**config.mk**
```make
export PLATFORM = sky130hd
export DESIGN_NAME = uart_bufstat
export DESIGN_NICKNAME = d
export VERILOG_FILES = /design/src/rtl/bufstat_pkg.sv /design/src/rtl/bufstat_fifo.sv /design/src/rtl/bufstat_sticky.sv /design/src/rtl/bufstat_txreq.sv /design/src/rtl/uart_bufstat.sv
export SDC_FILE = /design/constraint.sdc
export NUM_CORES = 1
export LEC_CHECK = 0
export BUFFER_PORTS_ARGS = -buffer_cell sky130_fd_sc_hd__buf_2
export CORE_ASPECT_RATIO = 1.25
export CORE_MARGIN = 4
export CORE_UTILIZATION = 54
export DETAILED_ROUTE_END_ITERATION = 7
export PLACE_DENSITY = 0.71
export REMOVE_ABC_BUFFERS = 1
export SLEW_MARGIN = 20
export SYNTH_ARGS = -nofsm -noshare
export SYNTH_HDL_FRONTEND = slang
export SYNTH_SLANG_ARGS = --single-unit
```
**constraint.sdc**
```tcl
create_clock -name clk -period 3.3 [get_ports clk]
set_input_delay 0.66 -clock clk [delete_from_list [all_inputs] [get_ports clk]]
set_output_delay 0.66 -clock clk [all_outputs]
set_load 0.005 [all_outputs]
```
**src/rtl/bufstat_pkg.sv**
```systemverilog
package bufstat_pkg;
  // Host register addresses
  localparam logic [1:0] ADR_DATA  = 2'd0;
  localparam logic [1:0] ADR_FLAGS = 2'd1;
  localparam logic [1:0] ADR_WMARK = 2'd2;
  localparam logic [1:0] ADR_LEVEL = 2'd3;
  // Flag bit positions inside the FLAGS word
  localparam int FLG_UNF = 0;
  localparam int FLG_OVF = 1;
  localparam int FLG_NEED = 2;
  localparam int NFLAGS = 2;
endpackage

```
**src/rtl/bufstat_fifo.sv**
```systemverilog
module bufstat_fifo #(
  parameter int DW = 8,
  parameter int DEPTH = 8,
  localparam int AW = $clog2(DEPTH),
  localparam int CW = $clog2(DEPTH + 1)
) (
  input  logic          clk,
  input  logic          rst_n,
  input  logic          push,
  input  logic [DW-1:0] pdata,
  input  logic          pop,
  output logic [DW-1:0] head,
  output logic [CW-1:0] cnt,
  output logic [CW-1:0] cnt_nxt
);
  logic [DW-1:0] mem [DEPTH];
  logic [AW-1:0] wr_ptr_q, wr_ptr_d, rd_ptr_q, rd_ptr_d;
  logic [CW-1:0] cnt_q, cnt_d;
  logic [DW-1:0] last_q, last_d;
  logic          push_ok, pop_ok;

  function automatic logic [AW-1:0] bump(input logic [AW-1:0] p);
    return (p == AW'(DEPTH - 1)) ? '0 : p + AW'(1);
  endfunction

  always_comb begin
    push_ok  = push & (cnt_q != CW'(DEPTH));
    pop_ok   = pop & (cnt_q != '0);
    wr_ptr_d = wr_ptr_q;
    rd_ptr_d = rd_ptr_q;
    last_d   = last_q;
    if (push_ok) wr_ptr_d = bump(wr_ptr_q);
    if (pop_ok) begin
      rd_ptr_d = bump(rd_ptr_q);
      last_d   = mem[rd_ptr_q];
    end
    cnt_d = cnt_q + CW'(push_ok) - CW'(pop_ok);
  end

  always_ff @(posedge clk or negedge rst_n) begin
    if (!rst_n) begin
      wr_ptr_q <= '0;
      rd_ptr_q <= '0;
      cnt_q    <= '0;
      last_q   <= '0;
    end else begin
      wr_ptr_q <= wr_ptr_d;
      rd_ptr_q <= rd_ptr_d;
      cnt_q    <= cnt_d;
      last_q   <= last_d;
    end
  end

  // Storage array carries no reset
  always_ff @(posedge clk) begin
    if (push_ok) mem[wr_ptr_q] <= pdata;
  end

  assign head    = (cnt_q == '0) ? last_q : mem[rd_ptr_q];
  assign cnt     = cnt_q;
  assign cnt_nxt = cnt_d;
endmodule

```
**src/rtl/bufstat_sticky.sv**
```systemverilog
module bufstat_sticky (
  input  logic clk,
  input  logic rst_n,
  input  logic set,
  input  logic clr,
  output logic q
);
  logic q_q, q_d;

  // Set has priority over a simultaneous clear
  always_comb q_d = set | (q_q & ~clr);

  always_ff @(posedge clk or negedge rst_n) begin
    if (!rst_n) q_q <= 1'b0;
    else        q_q <= q_d;
  end

  assign q = q_q;
endmodule

```
**src/rtl/bufstat_txreq.sv**
```systemverilog
module bufstat_txreq #(
  parameter int WMW = 8,
  parameter int CW = 4
) (
  input  logic           clk,
  input  logic           rst_n,
  input  logic           wm_we,
  input  logic [WMW-1:0] wm_wdata,
  input  logic           tx_en,
  input  logic           lvl_chg,
  input  logic [CW-1:0]  lvl_nxt,
  input  logic           dma_sel,
  input  logic           tx_irq_en,
  output logic [WMW-1:0] wm,
  output logic           need,
  output logic           tx_irq,
  output logic           dma_req
);
  localparam int CMPW = (WMW > CW) ? WMW : CW;

  logic [WMW-1:0] wm_q, wm_d;
  logic           need_q, need_d;

  always_comb begin
    wm_d   = (wm_we & ~tx_en) ? wm_wdata : wm_q;
    // Only a fill-level change re-evaluates the status
    need_d = lvl_chg ? (CMPW'(lvl_nxt) <= CMPW'(wm_q)) : need_q;
  end

  always_ff @(posedge clk or negedge rst_n) begin
    if (!rst_n) begin
      wm_q   <= '0;
      need_q <= 1'b1;
    end else begin
      wm_q   <= wm_d;
      need_q <= need_d;
    end
  end

  assign wm      = wm_q;
  assign need    = need_q;
  assign dma_req = need_q & dma_sel;
  assign tx_irq  = need_q & ~dma_sel & tx_irq_en;
endmodule

```
**src/rtl/uart_bufstat.sv**
```systemverilog
module uart_bufstat
  import bufstat_pkg::*;
#(
  parameter int DW = 8,
  parameter int DEPTH = 8
) (
  input  logic          clk,
  input  logic          rst_n,
  input  logic          tx_en,
  input  logic          dma_sel,
  input  logic          tx_irq_en,
  input  logic          ovf_irq_en,
  input  logic          unf_irq_en,
  input  logic          wr_en,
  input  logic [1:0]    wr_addr,
  input  logic [DW-1:0] wr_wdata,
  input  logic          rd_en,
  input  logic [1:0]    rd_addr,
  output logic [DW-1:0] rd_rdata,
  input  logic          tx_pop,
  output logic [DW-1:0] tx_pdata,
  input  logic          rx_push,
  input  logic [DW-1:0] rx_pdata,
  output logic          tx_irq,
  output logic          dma_req,
  output logic          err_irq
);
  localparam int CW = $clog2(DEPTH + 1);
  localparam int LVW = DW / 2;

  logic              wr_data, wr_flags, wr_wm, rd_data;
  logic [CW-1:0]     tx_cnt, tx_cnt_nxt, rx_cnt, rx_cnt_nxt_unused;
  logic [DW-1:0]     rx_head;
  logic              tx_full, rx_empty;
  logic [NFLAGS-1:0] flag_set, flag_clr, sticky;
  logic [DW-1:0]     wm_q;
  logic              need_q;

  always_comb begin
    wr_data  = wr_en & (wr_addr == ADR_DATA);
    wr_flags = wr_en & (wr_addr == ADR_FLAGS);
    wr_wm    = wr_en & (wr_addr == ADR_WMARK);
    rd_data  = rd_en & (rd_addr == ADR_DATA);
    tx_full  = (tx_cnt == CW'(DEPTH));
    rx_empty = (rx_cnt == '0);
  end

  bufstat_fifo #(.DW(DW), .DEPTH(DEPTH)) u_txf (
    .clk(clk), .rst_n(rst_n),
    .push(wr_data), .pdata(wr_wdata), .pop(tx_pop),
    .head(tx_pdata), .cnt(tx_cnt), .cnt_nxt(tx_cnt_nxt)
  );

  bufstat_fifo #(.DW(DW), .DEPTH(DEPTH)) u_rxf (
    .clk(clk), .rst_n(rst_n),
    .push(rx_push), .pdata(rx_pdata), .pop(rd_data),
    .head(rx_head), .cnt(rx_cnt), .cnt_nxt(rx_cnt_nxt_unused)
  );

  always_comb begin
    flag_set          = '0;
    flag_set[FLG_UNF] = rd_data & rx_empty;
    flag_set[FLG_OVF] = wr_data & tx_full;
    flag_clr          = {NFLAGS{wr_flags}} & wr_wdata[NFLAGS-1:0];
  end

  for (genvar g = 0; g < NFLAGS; g++) begin : g_flag
    bufstat_sticky u_flag (
      .clk(clk), .rst_n(rst_n),
      .set(flag_set[g]), .clr(flag_clr[g]), .q(sticky[g])
    );
  end

  bufstat_txreq #(.WMW(DW), .CW(CW)) u_req (
    .clk(clk), .rst_n(rst_n),
    .wm_we(wr_wm), .wm_wdata(wr_wdata), .tx_en(tx_en),
    .lvl_chg(tx_cnt_nxt != tx_cnt), .lvl_nxt(tx_cnt_nxt),
    .dma_sel(dma_sel), .tx_irq_en(tx_irq_en),
    .wm(wm_q), .need(need_q), .tx_irq(tx_irq), .dma_req(dma_req)
  );

  assign err_irq = (sticky[FLG_OVF] & ovf_irq_en) | (sticky[FLG_UNF] & unf_irq_en);

  always_comb begin
    unique case (rd_addr)
      ADR_DATA:  rd_rdata = rx_head;
      ADR_FLAGS: rd_rdata = DW'({need_q, sticky});
      ADR_WMARK: rd_rdata = wm_q;
      default:   rd_rdata = {LVW'(rx_cnt), LVW'(tx_cnt)};
    endcase
  end
endmodule

```
Word level (Yosys, flattened, before mapping)
Memories as Yosys holds them, arrays and structs flattened.
Cells that the tools add are included.
{"block": "word_totals", "reg_bits": 47, "ram_bits": 128, "in_bits": 31, "out_inout_bits": 19, "wordCells": 78, "mem_count": 2}
{"block": "op_classes", "n_addsub": 8, "order_cmp": 1, "eq_ne": 12, "mux": 11, "bitwise": 26, "reduce_logical": 6}
{"memory": "u_rxf.mem", "depth": 8, "width": 8, "read_ports": 1, "rd_ports_with_merged_regs": 0, "wr": 1, "line_no": "bufstat_fifo.sv:16", "text": "logic [DW-1:0] mem [DEPTH];"}
{"memory": "u_txf.mem", "depth": 8, "width": 8, "read_ports": 1, "rd_ports_with_merged_regs": 0, "wr": 1, "line_no": "bufstat_fifo.sv:16"}
{"op": "one-hot mux 8 bit (3 select lines)", "n": 1}
{"op": "bitwise AND 1 bit", "n": 18}
{"op": "two-way mux 8 bit", "n": 2}
{"op": "adder 3 x 1 -> 3 bit, second input constant", "n": 4}
{"op": "equality test 3 bit, second input constant", "n": 4}
{"op": "two-way mux 3 bit", "n": 4}
{"op": "adder 4 x 1 -> 4 bit", "n": 2}
{"op": "less-or-equal comparator 4 x 8 -> 1 bit", "n": 1}
{"op": "zero test 4 bit", "n": 2}
{"op": "inequality test 4 bit, second input constant", "n": 2}
{"op": "nonzero test 4 bit", "n": 2}
{"op": "subtractor 4 x 1 -> 4 bit", "n": 2}
{"op": "equality test 2 x 1 -> 1 bit, second input constant", "n": 2}
{"op": "equality test 2 bit, second input constant", "n": 2}
{"op": "equality test 4 bit, second input constant", "n": 1}
{"op": "zero test 2 bit", "n": 2}
{"op": "two-way mux 1 bit", "n": 4}
{"op": "inequality test 4 bit", "n": 1}
{"op": "NOT 1 bit", "n": 4}
{"op": "bitwise OR 1 bit", "n": 3}
{"op": "bitwise AND 2 bit", "n": 1}

Depth between registers and ports, before layout
{"block": "logic_depth", "word_depth": 6, "ltp_mapped": 16, "ltp_nobuf": 15}

Hierarchy
Synthesis repeated with hierarchy kept, for this count alone.
{"block": "hier_totals", "cells_unflattened": 529, "hier_area_um2": 7922.6}
{"mod": "bufstat_fifo", "instances": 2, "cells_per_inst": 224, "area_per_inst_um2": 3533.4, "seq_area_each_um2": 2372.3}
{"mod": "bufstat_txreq", "instances": 1, "cells_per_inst": 42, "area_per_inst_um2": 475.5, "seq_area_each_um2": 226.5}
{"mod": "uart_bufstat", "instances": 1, "cells_per_inst": 33, "area_per_inst_um2": 307.8, "seq_area_each_um2": 0.0}
{"mod": "bufstat_sticky", "instances": 2, "cells_per_inst": 3, "area_per_inst_um2": 36.3, "seq_area_each_um2": 25.0}

Least setup slack after synthesis
No wires, ideal clock.
{"block": "synth_timing", "kind": "register -> register", "start": "reg u_txf.cnt_q[2], in the netlist u_txf.cnt[2]", "end": "reg u_req.need_q, in the netlist u_req.need", "setup_time_ns": 0.061, "t_arrival_ns": 3.179, "t_required_ns": 3.239, "setup_slack_ns": 0.061, "path_stages_with_launch": 17, "n_path_buf": 1, "synth_period_minus_slack_ns": 3.239, "path_cell_list": "dfrtp_1 inv_1 ha_1 nand2_1 nand2_1 clkbuf_1 inv_2 ha_1 inv_1 ha_1 fa_1 ha_1 nor2b_1 o21a_1 o21a_1 o211ai_1 mux2_1"}
{"block": "synth_via", "word_cells_on_any_way": 8, "cone_classes": "2 x add/sub; 1 x order compare; 2 x eq/ne; 2 x bitwise; 1 x reduce/logical"}
{"item": "start: declaration", "line_no": "bufstat_fifo.sv:18", "text": "logic [CW-1:0] cnt_q, cnt_d;"}
{"item": "start signal: assignment", "line_no": "bufstat_fifo.sv:49", "text": "cnt_q <= cnt_d;"}
{"item": "nonzero test 4 bit *", "line_no": "bufstat_fifo.sv:28", "text": "pop_ok = pop & (cnt_q != '0);"}
{"item": "bitwise AND 1 bit *", "line_no": "bufstat_fifo.sv:28"}
{"item": "named net u_txf.pop_ok", "line_no": "bufstat_fifo.sv:20", "text": "logic push_ok, pop_ok;"}
{"item": "subtractor 4 x 1 -> 4 bit *", "line_no": "bufstat_fifo.sv:37", "text": "cnt_d = cnt_q + CW'(push_ok) - CW'(pop_ok);"}
{"item": "named net tx_cnt_nxt[1]", "line_no": "uart_bufstat.sv:32", "text": "logic [CW-1:0] tx_cnt, tx_cnt_nxt, rx_cnt, rx_cnt_nxt_unused;"}
{"item": "less-or-equal comparator 4 x 8 -> 1 bit or inequality test 4 bit (tied branches)", "line_no": "bufstat_txreq.sv:27, uart_bufstat.sv:77"}
{"item": "end signal: assignment", "line_no": "bufstat_txreq.sv:36", "text": "need_q <= need_d;"}
{"item": "end: declaration", "line_no": "bufstat_txreq.sv:22", "text": "logic need_q, need_d;"}
Mark *: on every way through the listed nets, which the timed path passes. The rest lies on a longest branch.
A chain may end at the register's enable or synchronous reset.

Final worst setup path
{"block": "layout_timing", "start": "reg u_rxf.rd_ptr_q[2]", "end": "out rd_rdata[2]"}
{"block": "layout_via", "elab_chain_len": 3}
{"item": "start: declaration", "line_no": "bufstat_fifo.sv:17", "text": "logic [AW-1:0] wr_ptr_q, wr_ptr_d, rd_ptr_q, rd_ptr_d;"}
{"item": "start signal: assignment", "line_no": "bufstat_fifo.sv:48", "text": "rd_ptr_q <= rd_ptr_d;"}
{"item": "memory (8 x 8 bit)"}
{"item": "two-way mux 8 bit", "line_no": "bufstat_fifo.sv:59", "text": "assign head = (cnt_q == '0) ? last_q : mem[rd_ptr_q];"}
{"item": "one-hot mux 8 bit (3 select lines)", "line_no": "uart_bufstat.sv:85", "text": "unique case (rd_addr)"}
{"item": "end: declaration", "line_no": "uart_bufstat.sv:19", "text": "output logic [DW-1:0] rd_rdata,"}
No other way between the ends.

==> impl_metrics.py <==
metrics = {
    "layout": {
        "syn2layout_area_growth_pct": 14.96,
        "final_cells": 742,
        "multiInputGateArea_mm2": 0.002317,
        "seqCellArea_mm2": 0.005022,
        "fin_util_pct": 64.12,
        "nFillCells": 965,
        "final_cell_mix": "edfxtp_1 (128), nand2_1 (49), buf_2 (49)",
        "antenna_cells": 0,
        "stdcell_area_mm2": 0.008635,
        "layout_commonest_cell": "edfxtp_1",
        "drive_gt1_share_pct": 27.50,
        "nets": 615,
    },
    "cts": {
        "cts_made_buffers": 17,
        "cts_tree": "built",
        "cts_num_sinks": 175,
        "h-tree-depth": 4,
        "path_clk_slew_ns": 0.07,
        "cts_root_buf": "clkbuf_16",
        "cts.path.max_buffers": 2,
        "ctsHoldBuffers": 0,
        "clk_latency_ns": 0.42,
    },
    "timing": {
        "hold_viol": 0,
        "post-route-min-period_ns": 3.152,
        "setup_tns_ns": 0,
        "rsz0062_at_grt": "false",
        "drv_slew": 0,
        "skew_ns": 0.007297,
        "fmax_mhz": 317.2,
        "max_slew_margin_pct": 54.77,
        "timing.final.crit_share_pct": 95.52,
        "worst_pin_slew_ns": 0.6784,
        "setup_viol": 0,
    },
    "floorplanning": {
        "die_y_um": 139.9,
        "initial_utilization_pct": 55.77,
        "die-area_mm2": 0.01587,
        "row_count": 47,
        "core_area_mm2": 0.01347,
        "io_pins": 50,
        "fp.dieW_um": 113.5,
    },
    "synth": {
        "syn_area_mm2": 0.007511,
        "synthCells": 482,
        "synthArstFlopShare_pct": 26.86,
        "yosysWarnings": 0,
        "synth-seq-cells": 175,
        "synthDistinctLibCells": 41,
        "synth.area.top_cells": "edfxtp_1 (51%), dfrtp_1 (15%), mux4_2 (10%)",
        "synth_top_cell_by_area": "edfxtp_1",
        "yosys_most_used_dff": "edfxtp_1",
        "synth_edf_count": 128,
        "synth_top_area_share_pct": 51.17,
        "avgSynthCellArea_um2": 15.58,
        "synth-seq-area-share_pct": 66.85,
    },
    "place": {
        "place_inst": 710,
        "place_hpwl_mm": 10.10,
        "port_buffers": 49,
        "postPlaceCellArea_mm2": 0.008079,
        "routabilityCongestion": 0.8429,
    },
    "setup_path": {
        "arrival_ns": 2.49,
        "reg2reg_slack_ns": 0.17,
        "worstSetupPathType": "flip-flop to primary output",
        "worst_r2r_path_depth": 13,
        "crit_fanout": 10,
        "startpoint_type": "flip-flop",
        "crit_required_ns": 2.64,
        "rr_endpoint": "u_req.need",
        "r2r_start": "u_txf.cnt[2]",
        "end_kind": "primary output",
    },
    "hold_path": {
        "hold_path_class": "input pin to async pin",
    },
    "power_and_ir_drop": {
        "peakVddDrop_uv": 485.4,
        "power_density_mw_per_mm2": 849.0,
        "leakage_nw": 3.366,
        "power.total_w": 0.007331,
    },
    "drt": {
        "ant_nets": 0,
        "wl_mm": 14.18,
        "drt_pre_antenna_iters": 4,
        "vias_per_cell": 5.613,
        "vias": 4165,
        "routedWlPerCell_um": 19.11,
        "route.detailed.drc": 0,
        "drt_iter0_markers": 232,
    },
    "global_routing": {
        "first_global_vias": 4378,
        "grt_pass1_wl_mm": 22.83,
        "grt_max_degree": 28,
        "antenna_found_initial": 0,
        "overflow": 0,
        "track_usage_pct": 19.14,
    },
    "status": {
        "status": "finished clean",
    },
    "flow_run": {
        "maxCapViolCount": 0,
    },
}
## sequential cells by signal, indices dropped and copies added, names as in the netlist
register	flops
u_rxf.mem	64
u_txf.mem	64
u_req.wm	8
u_rxf.last_q	8
u_txf.last_q	8
u_rxf.cnt	4
u_txf.cnt	4
u_rxf.rd_ptr_q	3
u_rxf.wr_ptr_q	3
u_txf.rd_ptr_q	3
u_txf.wr_ptr_q	3
g_flag.u_flag.q	2
u_req.need	1
## cells by family after synthesis
| group | share of synthesized area [%] |
|---|---|
| flip-flops | 66.85 |
| AND/OR/NAND/NOR | 6.430 |
| AO/OA/AOI/OAI | 4.714 |
| multiplexers | 14.28 |
| buffers and inverters | 2.382 |
| adder cells (fa/ha/maj) | 4.531 |
| XOR/XNOR | 0.8163 |
## worst max-delay path by stage
| stage | from | endpoint | slack (ns) | cells after the start |
|---|---|---|---|---|
| final | u_rxf.rd_ptr_q[2] | rd_rdata[2] | 0.15 | 5 |
| after floorplan | u_txf.cnt[2] | u_req.need | -0.12 | 15 |
| after global placement | wr_addr[1] | u_req.need | 0.15 | 12 |
| after CTS | u_rxf.rd_ptr_q[1] | rd_rdata[3] | 0.09 | 7 |
| after detailed placement | wr_addr[1] | u_req.need | 0.1 | 12 |
| after global routing | u_txf.cnt[2] | u_req.need | 0.005 | 13 |
## through the flow
stage / setup WS (ns) / hold slack (ns)
3_3_place_gp: 0.1526 / 0.4652
2_1_floorplan: -0.1238 / 0.3644
4_1_cts: 0.09358 / 0.2903
3_5_place_dp: 0.09980 / 0.4699
6_report: 0.1477 / 0.2716
5_1_grt: 0.005142 / 0.3189
## power by group
group | switching [W] | internal [W]
Sequential | 0.000334 | 0.00277
Clock | 0.000869 | 0.000988
Combinational | 0.00118 | 0.00119
## cell usage after synthesis, types with 8 or more instances
master    count
edfxtp_1    128
nand2_1      49
dfrtp_1      46
mux4_2       35
nor2_1       27
ha_1         24
inv_1        21
a21oi_1      19
o21ai_1      17
mux2i_1      16
nor3_1       11
mux2_2       10
clkbuf_1      9
o21ai_0       9
a21o_1        8
nand2b_1      8
## per-layer routing
metal  share of wire (%)  track usage, %  up-vias
met2                  56           35.12       73
met1                  38           21.79     2102
met5                   0               0        -
met3                 3.9           4.603       19
met4                 1.4           5.949        0
li1                    -               -     1971
## what timing repair did
action	4_1_cts	5_1_grt
setup endpoints to repair	2	1
pin swaps	0	0
gates resized for setup	1	1
gates cloned	0	0
setup buffers	0	0
## cell type report
cell class                 instances  share of cell area [%]
sequential                       175                   58.17
clock buffer                      17                   4.927
inverter                          23                  0.9999
tap                              171                   2.478
clock inverter                    15                   1.449
timing repair buffer              75                   5.144
multi-input combinational        266                   26.84
## worst max-delay path, cell delays in order, from the launching register on
cell and delay, ns:
dfrtp_1 0.69, mux4_2 0.40, mux2i_1 0.25, a21oi_1 0.12, mux4_2 0.48, buf_2 0.14
(Power assumes the default switching activity.)
